### src/rtl/wtc_pkg.sv
// Shared types for the write-through cache controller.
package wtc_pkg;
    // Store-miss policy codes; code 3 is treated like write-around.
    typedef enum logic [1:0] {
        POL_FETCH    = 2'd0,
        POL_AROUND   = 2'd1,
        POL_VALIDATE = 2'd2,
        POL_AROUND2  = 2'd3
    } wpol_e;

    // Controller states.
    typedef enum logic [2:0] {
        ST_IDLE, ST_LOOK, ST_FREQ, ST_FILL, ST_WMEM
    } cst_e;

    // Operations on the tag / valid store.
    typedef enum logic [1:0] {
        TV_NONE, TV_SETW, TV_CLRW, TV_ALLOC
    } tvop_e;
endpackage

### src/rtl/wtc_tagvalid.sv
// Tag and per-word valid store, one entry per line.
// Assumes one operation per cycle on the line op_idx; reads are combinational.
module wtc_tagvalid
    import wtc_pkg::*;
#(
    parameter int LINES      = 4,
    parameter int LINE_WORDS = 4,
    parameter int TAG_W      = 4,
    localparam int IDX_W     = $clog2(LINES),
    localparam int OFF_W     = $clog2(LINE_WORDS)
) (
    input  logic                  clk,
    input  logic                  rst_n,
    input  tvop_e                 op,
    input  logic [IDX_W-1:0]      op_idx,
    input  logic [OFF_W-1:0]      op_off,
    input  logic [TAG_W-1:0]      op_tag,
    input  logic [LINE_WORDS-1:0] op_mask,
    input  logic [IDX_W-1:0]      rd_idx,
    output logic [TAG_W-1:0]      rd_tag,
    output logic [LINE_WORDS-1:0] rd_valid
);
    logic [TAG_W-1:0]      tag_q   [LINES];
    logic [LINE_WORDS-1:0] valid_q [LINES];

    for (genvar l = 0; l < LINES; l++) begin : g_line
        // Update one line's tag and valid bits.
        always_ff @(posedge clk) begin
            if (!rst_n) begin
                tag_q[l]   <= '0;
                valid_q[l] <= '0;
            end else if (op_idx == IDX_W'(l)) begin
                case (op)
                    TV_SETW:  valid_q[l][op_off] <= 1'b1;
                    TV_CLRW:  valid_q[l][op_off] <= 1'b0;
                    TV_ALLOC: begin
                        tag_q[l]   <= op_tag;
                        valid_q[l] <= op_mask;
                    end
                    default: ;
                endcase
            end
        end

        // a cycle after reset the line holds no valid word.
        a_r1_valid_cleared: assert property (@(posedge clk) disable iff (!rst_n)
            $past(!rst_n) |-> (valid_q[l] == '0));
    end

    assign rd_tag   = tag_q[rd_idx];
    assign rd_valid = valid_q[rd_idx];
endmodule

### src/rtl/wtc_words.sv
// Cache data array: one write port, one combinational read port.
// Assumes contents are meaningful only where the valid store says so.
module wtc_words #(
    parameter int LINES      = 4,
    parameter int LINE_WORDS = 4,
    parameter int DATA_W     = 16,
    localparam int DEPTH     = LINES * LINE_WORDS,
    localparam int AW        = $clog2(DEPTH)
) (
    input  logic              clk,
    input  logic              we,
    input  logic [AW-1:0]     waddr,
    input  logic [DATA_W-1:0] wdata,
    input  logic [AW-1:0]     raddr,
    output logic [DATA_W-1:0] rdata
);
    logic [DATA_W-1:0] mem_q [DEPTH];

    // Store one word when enabled.
    always_ff @(posedge clk) begin
        if (we) mem_q[waddr] <= wdata;
    end

    assign rdata = mem_q[raddr];
endmodule

### src/rtl/wt_cache_ctrl.sv
// Direct-mapped write-through cache controller with per-word valid bits,
// selectable store-miss policy and optional speculative array stores.
// Assumes memory returns block beats in ascending offset order and
// acknowledges each word write once.
module wt_cache_ctrl
    import wtc_pkg::*;
#(
    parameter int ADDR_W     = 8,
    parameter int DATA_W     = 16,
    parameter int LINE_WORDS = 4,
    parameter int LINES      = 4,
    localparam int OFF_W     = $clog2(LINE_WORDS),
    localparam int IDX_W     = $clog2(LINES),
    localparam int TAG_W     = ADDR_W - IDX_W - OFF_W,
    localparam int BLK_W     = ADDR_W - OFF_W
) (
    input  logic              clk,
    input  logic              rst_n,
    input  logic              cpu_req,
    input  logic              cpu_we,
    input  logic [ADDR_W-1:0] cpu_addr,
    input  logic [DATA_W-1:0] cpu_wdata,
    output logic [DATA_W-1:0] cpu_rdata,
    output logic              cpu_ready,
    input  logic [1:0]        wr_policy,
    input  logic              spec_write,
    output logic              mem_rd_req,
    output logic [BLK_W-1:0]  mem_rd_blk,
    input  logic              mem_rd_valid,
    input  logic [DATA_W-1:0] mem_rd_data,
    output logic              mem_wr_req,
    output logic [ADDR_W-1:0] mem_wr_addr,
    output logic [DATA_W-1:0] mem_wr_data,
    input  logic              mem_wr_ack
);
    cst_e              st_q, st_d;
    logic [ADDR_W-1:0] addr_q;
    logic [DATA_W-1:0] wdata_q, rdata_q;
    logic              we_q, spec_q;
    wpol_e             pol_q;
    logic [OFF_W-1:0]  beat_q;

    logic [OFF_W-1:0]  off_q;
    logic [IDX_W-1:0]  idx_q;
    logic [TAG_W-1:0]  tag_q;
    assign off_q = addr_q[OFF_W-1:0];
    assign idx_q = addr_q[OFF_W +: IDX_W];
    assign tag_q = addr_q[ADDR_W-1 -: TAG_W];

    // Store interfaces.
    tvop_e                 tv_op;
    logic [LINE_WORDS-1:0] tv_mask;
    logic [TAG_W-1:0]      tv_tag;
    logic [LINE_WORDS-1:0] tv_valid;
    logic                  dw_we;
    logic [IDX_W+OFF_W-1:0] dw_waddr;
    logic [DATA_W-1:0]     dw_wdata, dw_rdata;

    logic line_present, read_hit, last_beat;
    assign line_present = (tv_tag == tag_q) && (|tv_valid);
    assign read_hit     = line_present && tv_valid[off_q];
    assign last_beat    = (beat_q == OFF_W'(LINE_WORDS - 1));

    wtc_tagvalid #(.LINES(LINES), .LINE_WORDS(LINE_WORDS), .TAG_W(TAG_W)) u_tv (
        .clk(clk), .rst_n(rst_n), .op(tv_op), .op_idx(idx_q), .op_off(off_q),
        .op_tag(tag_q), .op_mask(tv_mask), .rd_idx(idx_q),
        .rd_tag(tv_tag), .rd_valid(tv_valid)
    );

    wtc_words #(.LINES(LINES), .LINE_WORDS(LINE_WORDS), .DATA_W(DATA_W)) u_dw (
        .clk(clk), .we(dw_we), .waddr(dw_waddr), .wdata(dw_wdata),
        .raddr({idx_q, off_q}), .rdata(dw_rdata)
    );

    // Next state and store-port control.
    always_comb begin
        st_d     = st_q;
        tv_op    = TV_NONE;
        tv_mask  = '0;
        dw_we    = 1'b0;
        dw_waddr = {idx_q, off_q};
        dw_wdata = wdata_q;
        case (st_q)
            ST_IDLE: begin
                if (cpu_req) begin
                    st_d = ST_LOOK;
                    if (cpu_we && spec_write) begin
                        dw_we    = 1'b1;
                        dw_waddr = cpu_addr[IDX_W+OFF_W-1:0];
                        dw_wdata = cpu_wdata;
                    end
                end
            end
            ST_LOOK: begin
                if (!we_q) begin
                    st_d = read_hit ? ST_IDLE : ST_FREQ;
                end else if (line_present) begin
                    dw_we = 1'b1;
                    tv_op = TV_SETW;
                    st_d  = ST_WMEM;
                end else begin
                    case (pol_q)
                        POL_FETCH: st_d = ST_FREQ;
                        POL_VALIDATE: begin
                            dw_we   = 1'b1;
                            tv_op   = TV_ALLOC;
                            tv_mask = LINE_WORDS'(1) << off_q;
                            st_d    = ST_WMEM;
                        end
                        default: begin
                            if (spec_q) tv_op = TV_CLRW;
                            st_d = ST_WMEM;
                        end
                    endcase
                end
            end
            ST_FREQ: st_d = ST_FILL;
            ST_FILL: begin
                if (mem_rd_valid) begin
                    dw_we    = 1'b1;
                    dw_waddr = {idx_q, beat_q};
                    dw_wdata = (we_q && beat_q == off_q) ? wdata_q : mem_rd_data;
                    if (last_beat) begin
                        tv_op   = TV_ALLOC;
                        tv_mask = '1;
                        st_d    = we_q ? ST_WMEM : ST_IDLE;
                    end
                end
            end
            ST_WMEM: if (mem_wr_ack) st_d = ST_IDLE;
            default: st_d = ST_IDLE;
        endcase
    end

    // State, request capture, beat counter and load result.
    always_ff @(posedge clk) begin
        if (!rst_n) begin
            st_q    <= ST_IDLE;
            addr_q  <= '0;
            wdata_q <= '0;
            rdata_q <= '0;
            we_q    <= 1'b0;
            spec_q  <= 1'b0;
            pol_q   <= POL_FETCH;
            beat_q  <= '0;
        end else begin
            st_q <= st_d;
            case (st_q)
                ST_IDLE: if (cpu_req) begin
                    addr_q  <= cpu_addr;
                    wdata_q <= cpu_wdata;
                    we_q    <= cpu_we;
                    spec_q  <= spec_write;
                    pol_q   <= wpol_e'(wr_policy);
                end
                ST_LOOK: if (!we_q && read_hit) rdata_q <= dw_rdata;
                ST_FREQ: beat_q <= '0;
                ST_FILL: if (mem_rd_valid) begin
                    beat_q <= beat_q + 1'b1;
                    if (!we_q && beat_q == off_q) rdata_q <= mem_rd_data;
                end
                default: ;
            endcase
        end
    end

    assign cpu_ready   = (st_q == ST_IDLE);
    assign cpu_rdata   = rdata_q;
    assign mem_rd_req  = (st_q == ST_FREQ);
    assign mem_rd_blk  = addr_q[ADDR_W-1:OFF_W];
    assign mem_wr_req  = (st_q == ST_WMEM);
    assign mem_wr_addr = addr_q;
    assign mem_wr_data = wdata_q;

    // no request accepted while memory traffic is in flight.
    a_r10_busy_not_ready: assert property (@(posedge clk) disable iff (!rst_n)
        (mem_wr_req || mem_rd_req) |-> !cpu_ready);
    // a word write holds until acknowledged.
    a_r10_wr_hold: assert property (@(posedge clk) disable iff (!rst_n)
        (mem_wr_req && !mem_wr_ack) |=> (mem_wr_req && $stable(mem_wr_addr) && $stable(mem_wr_data)));
    // a block request lasts a single cycle.
    a_r3_single_req: assert property (@(posedge clk) disable iff (!rst_n)
        mem_rd_req |=> !mem_rd_req);
    // a load hit finishes at once with no block read.
    a_r2_hit_quiet: assert property (@(posedge clk) disable iff (!rst_n)
        (st_q == ST_LOOK && !we_q && read_hit) |=> (cpu_ready && !mem_rd_req));
    // validate miss leaves exactly one valid word under the new tag.
    a_r7_single_valid: assert property (@(posedge clk) disable iff (!rst_n)
        (st_q == ST_LOOK && we_q && !line_present && pol_q == POL_VALIDATE)
        |=> ($countones(tv_valid) == 1 && tv_valid[off_q] && tv_tag == tag_q));
    // speculative around-miss invalidates the overwritten word.
    a_r8_spec_cleared: assert property (@(posedge clk) disable iff (!rst_n)
        (st_q == ST_LOOK && we_q && spec_q && !line_present &&
         (pol_q == POL_AROUND || pol_q == POL_AROUND2)) |=> !tv_valid[off_q]);
endmodule

### config.mk
export PLATFORM = sky130hd
export DESIGN_NAME = wt_cache_ctrl
export DESIGN_NICKNAME = d
export VERILOG_FILES = /design/src/rtl/wtc_pkg.sv /design/src/rtl/wtc_tagvalid.sv /design/src/rtl/wtc_words.sv /design/src/rtl/wt_cache_ctrl.sv
export SDC_FILE = /design/constraint.sdc
export NUM_CORES = 1
export LEC_CHECK = 0
export ABC_AREA = 1
export BUFFER_PORTS_ARGS = -buffer_cell sky130_fd_sc_hd__buf_2
export CAP_MARGIN = 20
export CORE_UTILIZATION = 65
export DETAILED_ROUTE_END_ITERATION = 12
export GPL_TIMING_DRIVEN = 1
export PLACE_DENSITY_LB_ADDON = 0.3
export SETUP_SLACK_MARGIN = 0.15
export SYNTH_ARGS = -nofsm -noshare
export SYNTH_HDL_FRONTEND = slang
export SYNTH_HIERARCHICAL = 1
export SYNTH_SLANG_ARGS = --single-unit
### constraint.sdc
create_clock -name clk -period 4.8 [get_ports clk]
set_input_delay 0.48 -clock clk [delete_from_list [all_inputs] [get_ports clk]]
set_output_delay 0.48 -clock clk [all_outputs]
set_load 0.02 [all_outputs]
==> results of run 1 <==
## synthesized netlist by cell type (all sizes together)
master  instances  area share
nand4           5      0.0020
o21ai          99       0.031
clkbuf         19      0.0051
xnor2           1     0.00055
a211oi          1     0.00047
buf            69       0.030
nand2         505        0.12
edfxtp        288        0.54
nand3         254       0.080
nor3            3     0.00094
inv           283       0.066
nand3b          2     0.00094
o211a           1     0.00062
a22oi          13      0.0061
ha              1     0.00078
nor2          143       0.037
o22ai           8      0.0031
a21oi          37       0.012
o211ai          5      0.0023
dfxtp          49       0.061
## metal layers
| layer | share of wire | track usage | vias up |
|---|---|---|---|
| met1 | 0.39 | 0.424 | 5925 |
| li1 | - | - | 5959 |
| met3 | 0.083 | 0.0391 | 141 |
| met5 | 0 | 0 | - |
| met4 | 0.046 | 0.153 | 0 |
| met2 | 0.48 | 0.525 | 692 |
## flip-flops by register name (all words and copies together), names as in the netlist, 2 cells and up
| signal | count |
|---|---|
| beat_q | 2 |
| cpu_rdata | 16 |
| mem_wr_addr | 8 |
| mem_wr_data | 16 |
| pol_q | 2 |
| st_q | 3 |
| u_dw/mem_q | 256 |
| u_tv/tag_q | 16 |
| u_tv/valid_q | 16 |
## worst max-delay path by stage
stage / start / end / slack, ps / cells past startpoint
finish: mem_wr_addr[2] / u_dw/mem_q[10][7] / 1050 / 14
global placement: mem_wr_addr[2] / u_dw/mem_q[10][10] / 1370 / 14
CTS: mem_wr_addr[2] / u_dw/mem_q[10][7] / 1130 / 14
floorplan: mem_wr_addr[2] / u_dw/mem_q[12][0] / 1570 / 13
detailed placement: mem_wr_addr[2] / u_dw/mem_q[10][9] / 1160 / 14
global route: mem_wr_addr[2] / u_dw/mem_q[11][8] / 840 / 14
## layout by cell type (no fill, tap or decap), types with 2 or more instances in the layout
| cell | count |
|---|---|
| o22ai_1 | 8 |
| nor2_4 | 4 |
| inv_6 | 2 |
| clkinv_1 | 6 |
| nand2_1 | 501 |
| clkinvlp_4 | 2 |
| a22oi_1 | 13 |
| o211ai_1 | 5 |
| clkbuf_1 | 5 |
| nand4_1 | 5 |
| nor3_1 | 3 |
| inv_1 | 273 |
| clkbuf_16 | 37 |
| clkinv_2 | 5 |
| nor2_1 | 111 |
| nand3b_1 | 2 |
| bufinv_16 | 3 |
| nor2_2 | 28 |
| a21oi_1 | 36 |
| buf_4 | 34 |
| inv_2 | 9 |
| edfxtp_1 | 288 |
| dfxtp_2 | 2 |
| nand3_1 | 252 |
| o21ai_0 | 98 |
| dfxtp_1 | 46 |
| nand2_2 | 3 |
| buf_2 | 97 |
## layout make-up
cell class / instances / area share
well taps: 324 / 0.0228
multi-input cells: 1078 / 0.271
inverters: 283 / 0.0598
clock buffers: 42 / 0.0531
repair buffers: 131 / 0.0416
flip-flops and latches: 337 / 0.542
clock inverters: 18 / 0.0102
## kinds of logic after synthesis
group,count (synthesis),synth area share
adders and majority gates,1,0.000781
buffers and inverters,371,0.101
AOI/OAI and AO/OA,164,0.0558
xor gates and xnor gates,1,0.000547
DFF,337,0.601
and+or+nand+nor,912,0.241
## power groups by stage
stage	combinational [µW]	clock (µW)	sequential [µW]
floorplan	2270	0	4090
global placement	3410	0	3980
CTS	3520	2680	3930
finish	3590	2660	3930
global route	3880	2800	3970
detailed placement	3490	0	3990
## metrics by stage
| step | hold slack (ps) | std cells | cell area, µm² |
|---|---|---|---|
| 5_1_grt | 218 | 2213 | 17800 |
| 3_3_place_gp | 457 | 2153 | 16700 |
| 3_5_place_dp | 458 | 2153 | 16700 |
| 4_1_cts | 201 | 2213 | 17800 |
| 6_report | 217 | 2213 | 17800 |
| 2_1_floorplan | 425 | 1786 | 16000 |
## worst max-delay path: cells and delay by family, from the launching register on
family	cells	cell delay, ps
DFF	1	570
buffers and inverters	3	390
and+or+nand+nor	8	1730
AOI/OAI and AO/OA	3	650
==> metrics.txt, run 1 <==
outcome finished, final reports clean; worst reg2reg path depth 14; critical path class flop to flop; Post-Synthesis Cells 1786; Clk pwr share 0.261; worst path arrival time 3880 ps; clk_lat worst skew 520 ps; min-delay worst type input port to flop; switch share 0.386; Rows 57; Post-CTS Setup Repair Bufs 0; Worst R2R Setup Slack approximately 1000 ps; RSZ-0062 raised after global routing no; via density per instance 5.75; initial core utilization 0.661; post-DR wirelength/cell 18.1 µm; Layout Utilization 0.733; clk sinks between 300 and 400; first-pass detailed-route iteration total 6; sequential cell area between 9000 and 10000 µm²; RD Place Congestion 0.980; Die Y 159 µm; die width roughly 160 µm; min Tclk post-route around 3800 ps; post-placement setup slack between 1000 and 1500 ps; peak supply drop slightly below 400 µV; clock skew 16.3 ps; Post-CTS Hold Buffers 0; Max clock buf depth 3; period utilisation layout 0.782; DP Wirelength about 26 mm; Yosys cell types 33; Synth Warn # 6; GRT overflow 0; number of diodes 0; DRT iter0 DRCs 1340; highest clock rate 266 MHz; total CTS buffers 34; CTS tree built; post-route ant nets 0; crit-path max cell delay approximately 860 ps; Worst Setup End Kind flop; detailed-route via count 12700; Setup TNS 0 ps; clk slew on worst S/H paths 60 ps; CTS resizes 0; first-pass GRT wire length between 60 and 70 mm; hold_sp cpu_wdata[11]; WL final 40.0 mm; Root Buffer Master clkbuf_16; Seq/Total Area, Yosys 0.601; largest net degree at the start of global routing 74; footprint of the multi-input gates 4810 µm²; die area 25300 µm²; initial antenna violation count 0; Filler Cells Inserted 1692; Net Count, Synth 1836; total power 10200 µW; hold path cells 3; CP Cell Sequence inv_1 -> o21ai_0 -> o22ai_1 -> inv_1 -> nand2_1 -> nand2_1 -> inv_1 -> nor2_1 -> nand3_1 -> nand2_1 -> nand3_1 -> o21ai_0 -> nand3b_1 -> nor2_2; Slew headroom 0.264; Syn Area/Cell 8.97 µm²; share of cells above drive strength 1 0.123; setup violators final 0; worst flop-to-flop path endpoint u_dw/mem_q[10][7]; Post-route DRC 0; slowest CP cell nor2_2; PD cells between 500 and 600 nW/µm²; Max Fanout on Critical Path 23; synth-to-layout area growth 11.0%; Lkg Pwr 0.00782 µW; FF-to-FF Start mem_wr_addr[2]; worst setup margin about 1000 ps; Worst Path Required 4930 ps; register bit total from synthesis roughly 340; register share of total power 0.386; Max Slew Vio Count 0; H-tree depth 2; synthesized area around 16000 µm²; sink of the worst hold path mem_wr_data[11]; GRT Total Usage 0.318; final hold violation count 0; sw power 3930 µW; Nets 1915; Core Region 24200 µm²; PortBufs 97; # IOs 98; worst-margin pin slew 1100 ps; Startpoint Class flop; combinational cell fraction of total power 0.352; vias in the first global route 12000; Max-Cap Viols 0; Cell Int Power approximately 6300 µW
Power figures use the tool's default switching activity.
==> run 2: changes to the inputs <==
Settings changed: CORE_UTILIZATION 65 to 61.
Clock period 4.8 ns to 3.7 ns, I/O delays scaled along.
==> run 2 against run 1 <==
Net effect: via count rose by 0.77%; combinational power rose by 32%; routed wire length rose by 2.0%; sequential power rose by 30%; sequential cell count did not move; clock power rose by 27%; total power rose by 30%; worst setup slack got worse by 710 ps; die area rose by 6.5%.
==> metrics.txt, run 2 (synthesis gave the netlist of run 1 again) <==
sequential cell area 9640 µm² (about the same); CP Buf/Inv Count 3 (unchanged); post-placement setup slack 266 ps (-891 ps); largest delay contributor family on the critical path simple AND/OR/NAND/NOR gates; initial core utilization 0.629 (-0.0317); Max Fanout on Critical Path 26 (+13%); commonest non-fill, non-tap cell in the layout nand2_1; setup violators final 0 (unchanged); Root Buffer Master clkbuf_16; clk sinks 337 (unchanged); largest net degree at the start of global routing 106 (+43%); WL final 40.8 mm (+2.0%); die width 164 µm (+3.2%); CTS resizes 0 (unchanged); critical path class flop to flop; DRT iter0 DRCs 1813 (+35%); crit-path max cell delay 430 ps (-430 ps); worst path arrival time 3570 ps (-310 ps); Max clock buf depth 3 (unchanged); Setup TNS 0 ps (unchanged); slowest CP cell dfxtp_4; RD Place Congestion 0.935 (-4.6%); Nets 1932 (+0.89%); Max-Cap Viols 0 (unchanged); RSZ-0062 raised after global routing yes; worst-margin pin slew 850 ps (-254 ps); PD cells 736 nW/µm² (+29%); PortBufs 97 (unchanged); CTS tree built; outcome finished, final reports clean; Startpoint Class flop; GRT Total Usage 0.307 (-0.0111); critical path's most frequent cell nand2_1; clk slew on worst S/H paths 70 ps (about the same); Lkg Pwr 0.00793 µW (+1.4%); detailed-route via count 12800 (+0.77%); via density per instance 5.73 (-0.27%); Worst Setup End Kind flop; clock skew 20.9 ps (+4.64 ps); min Tclk post-route 3360 ps (-392 ps); Slew headroom 0.434 (+0.169); total CTS buffers 35 (+2.9%); worst setup margin 340 ps (-708 ps); Filler Cells Inserted 1840 (+8.7%); Worst Path Required 3910 ps (-1020 ps); vias in the first global route 11700 (-2.5%); CP Cell Sequence inv_1 -> o21ai_0 -> o22ai_1 -> inv_1 -> nand2_1 -> nand2_1 -> nor2_1 -> nand3_1 -> nand2_1 -> nand3_1 -> o21ai_0 -> nand3b_1 -> nor2_2 -> buf_4; H-tree depth 2 (unchanged); GRT overflow 0 (unchanged); footprint of the multi-input gates 4820 µm² (about the same); max FFs per register 256 (unchanged); post-DR wirelength/cell 18.2 µm (+0.97%); first-pass detailed-route iteration total 6 (unchanged); DP Wirelength 26.2 mm (+1.3%); highest clock rate 298 MHz (+12%); Rows 58 (+1.8%); Core Region 25500 µm² (+5.0%); post-route ant nets 0 (unchanged); final hold violation count 0 (unchanged); number of diodes 0 (unchanged); die area 26900 µm² (+6.5%); first-pass GRT wire length 62.7 mm (+0.30%); Post-CTS Setup Repair Bufs 0 (unchanged); most flop-heavy register u_dw/mem_q; Die Y 164 µm (+3.2%); Max Slew Vio Count 0 (unchanged); min-delay worst type input port to flop; share of cells above drive strength 1 0.133 (+0.00992); most frequent cells in the layout nand2_1, edfxtp_1, inv_1; peak supply drop 478 µV (+23%); period utilisation layout 0.908 (+0.126); # IOs 98 (unchanged); Post-route DRC 0 (unchanged); Post-CTS Hold Buffers 0 (unchanged); clk_lat worst skew 520 ps (about the same); synth-to-layout area growth 12.0%; initial antenna violation count 0 (unchanged)
==> run 2: cell count changes in the layout (fill, tap and decap cells not counted), sizes merged <==
cell	before	now
inv	284	286
clkbuf	42	41
clkinv	12	14
clkinvlp	2	0
buf	131	147
==> run 2: worst paths after layout <==
kind,start,to,slack [ps],depth (start not counted)
max,mem_wr_addr[2],u_dw/mem_q[7][6],340,14
min,wr_policy[1],pol_q[1],100,3
max reg2reg,mem_wr_addr[2],u_dw/mem_q[7][6],340,14
min reg2reg,cpu_rdata[11],cpu_rdata[11],480,2
==> run 2: layout make-up <==
cell class | instances | area share
flip-flops and latches | 337 | 0.537
clock buffers | 41 | 0.0501
well taps | 330 | 0.0230
inverters | 283 | 0.0593
multi-input cells | 1078 | 0.269
repair buffers | 147 | 0.0512
clock inverters | 20 | 0.0105
==> run 2: routing by layer <==
metal	vias up	share of wire	GRT usage
li1	5981	-	-
met1	6005	0.39	0.418
met2	725	0.49	0.504
met3	104	0.085	0.0384
met4	0	0.035	0.121
met5	-	0	0
==> run 2: report_power, final <==
group	internal [µW]	switching, µW	leakage (µW)
sequential	4810	280	0.00308
clock	1960	1410	0.000545
combinational	1310	3430	0.00430
total	8080	5120	0.00793
==> run 2: worst min-delay path: stages <==
cell    delay, ps
buf_2          80
nor2_1         40
nor2_1         90
==> run 2: metrics by stage <==
stage | hold slack (ps) | utilization | area [µm²] | std cells | total power [µW]
floorplan | 425 | - | 16000 | 1786 | 8260
finish | 99.6 | 0.704 | 17900 | 2236 | 13200
CTS | 90.8 | 0.704 | 17900 | 2236 | 13100
detailed placement | 465 | 0.661 | 16800 | 2175 | 9790
global route | 97.3 | 0.704 | 17900 | 2236 | 13800
global placement | 459 | 0.660 | 16800 | 2174 | 9670
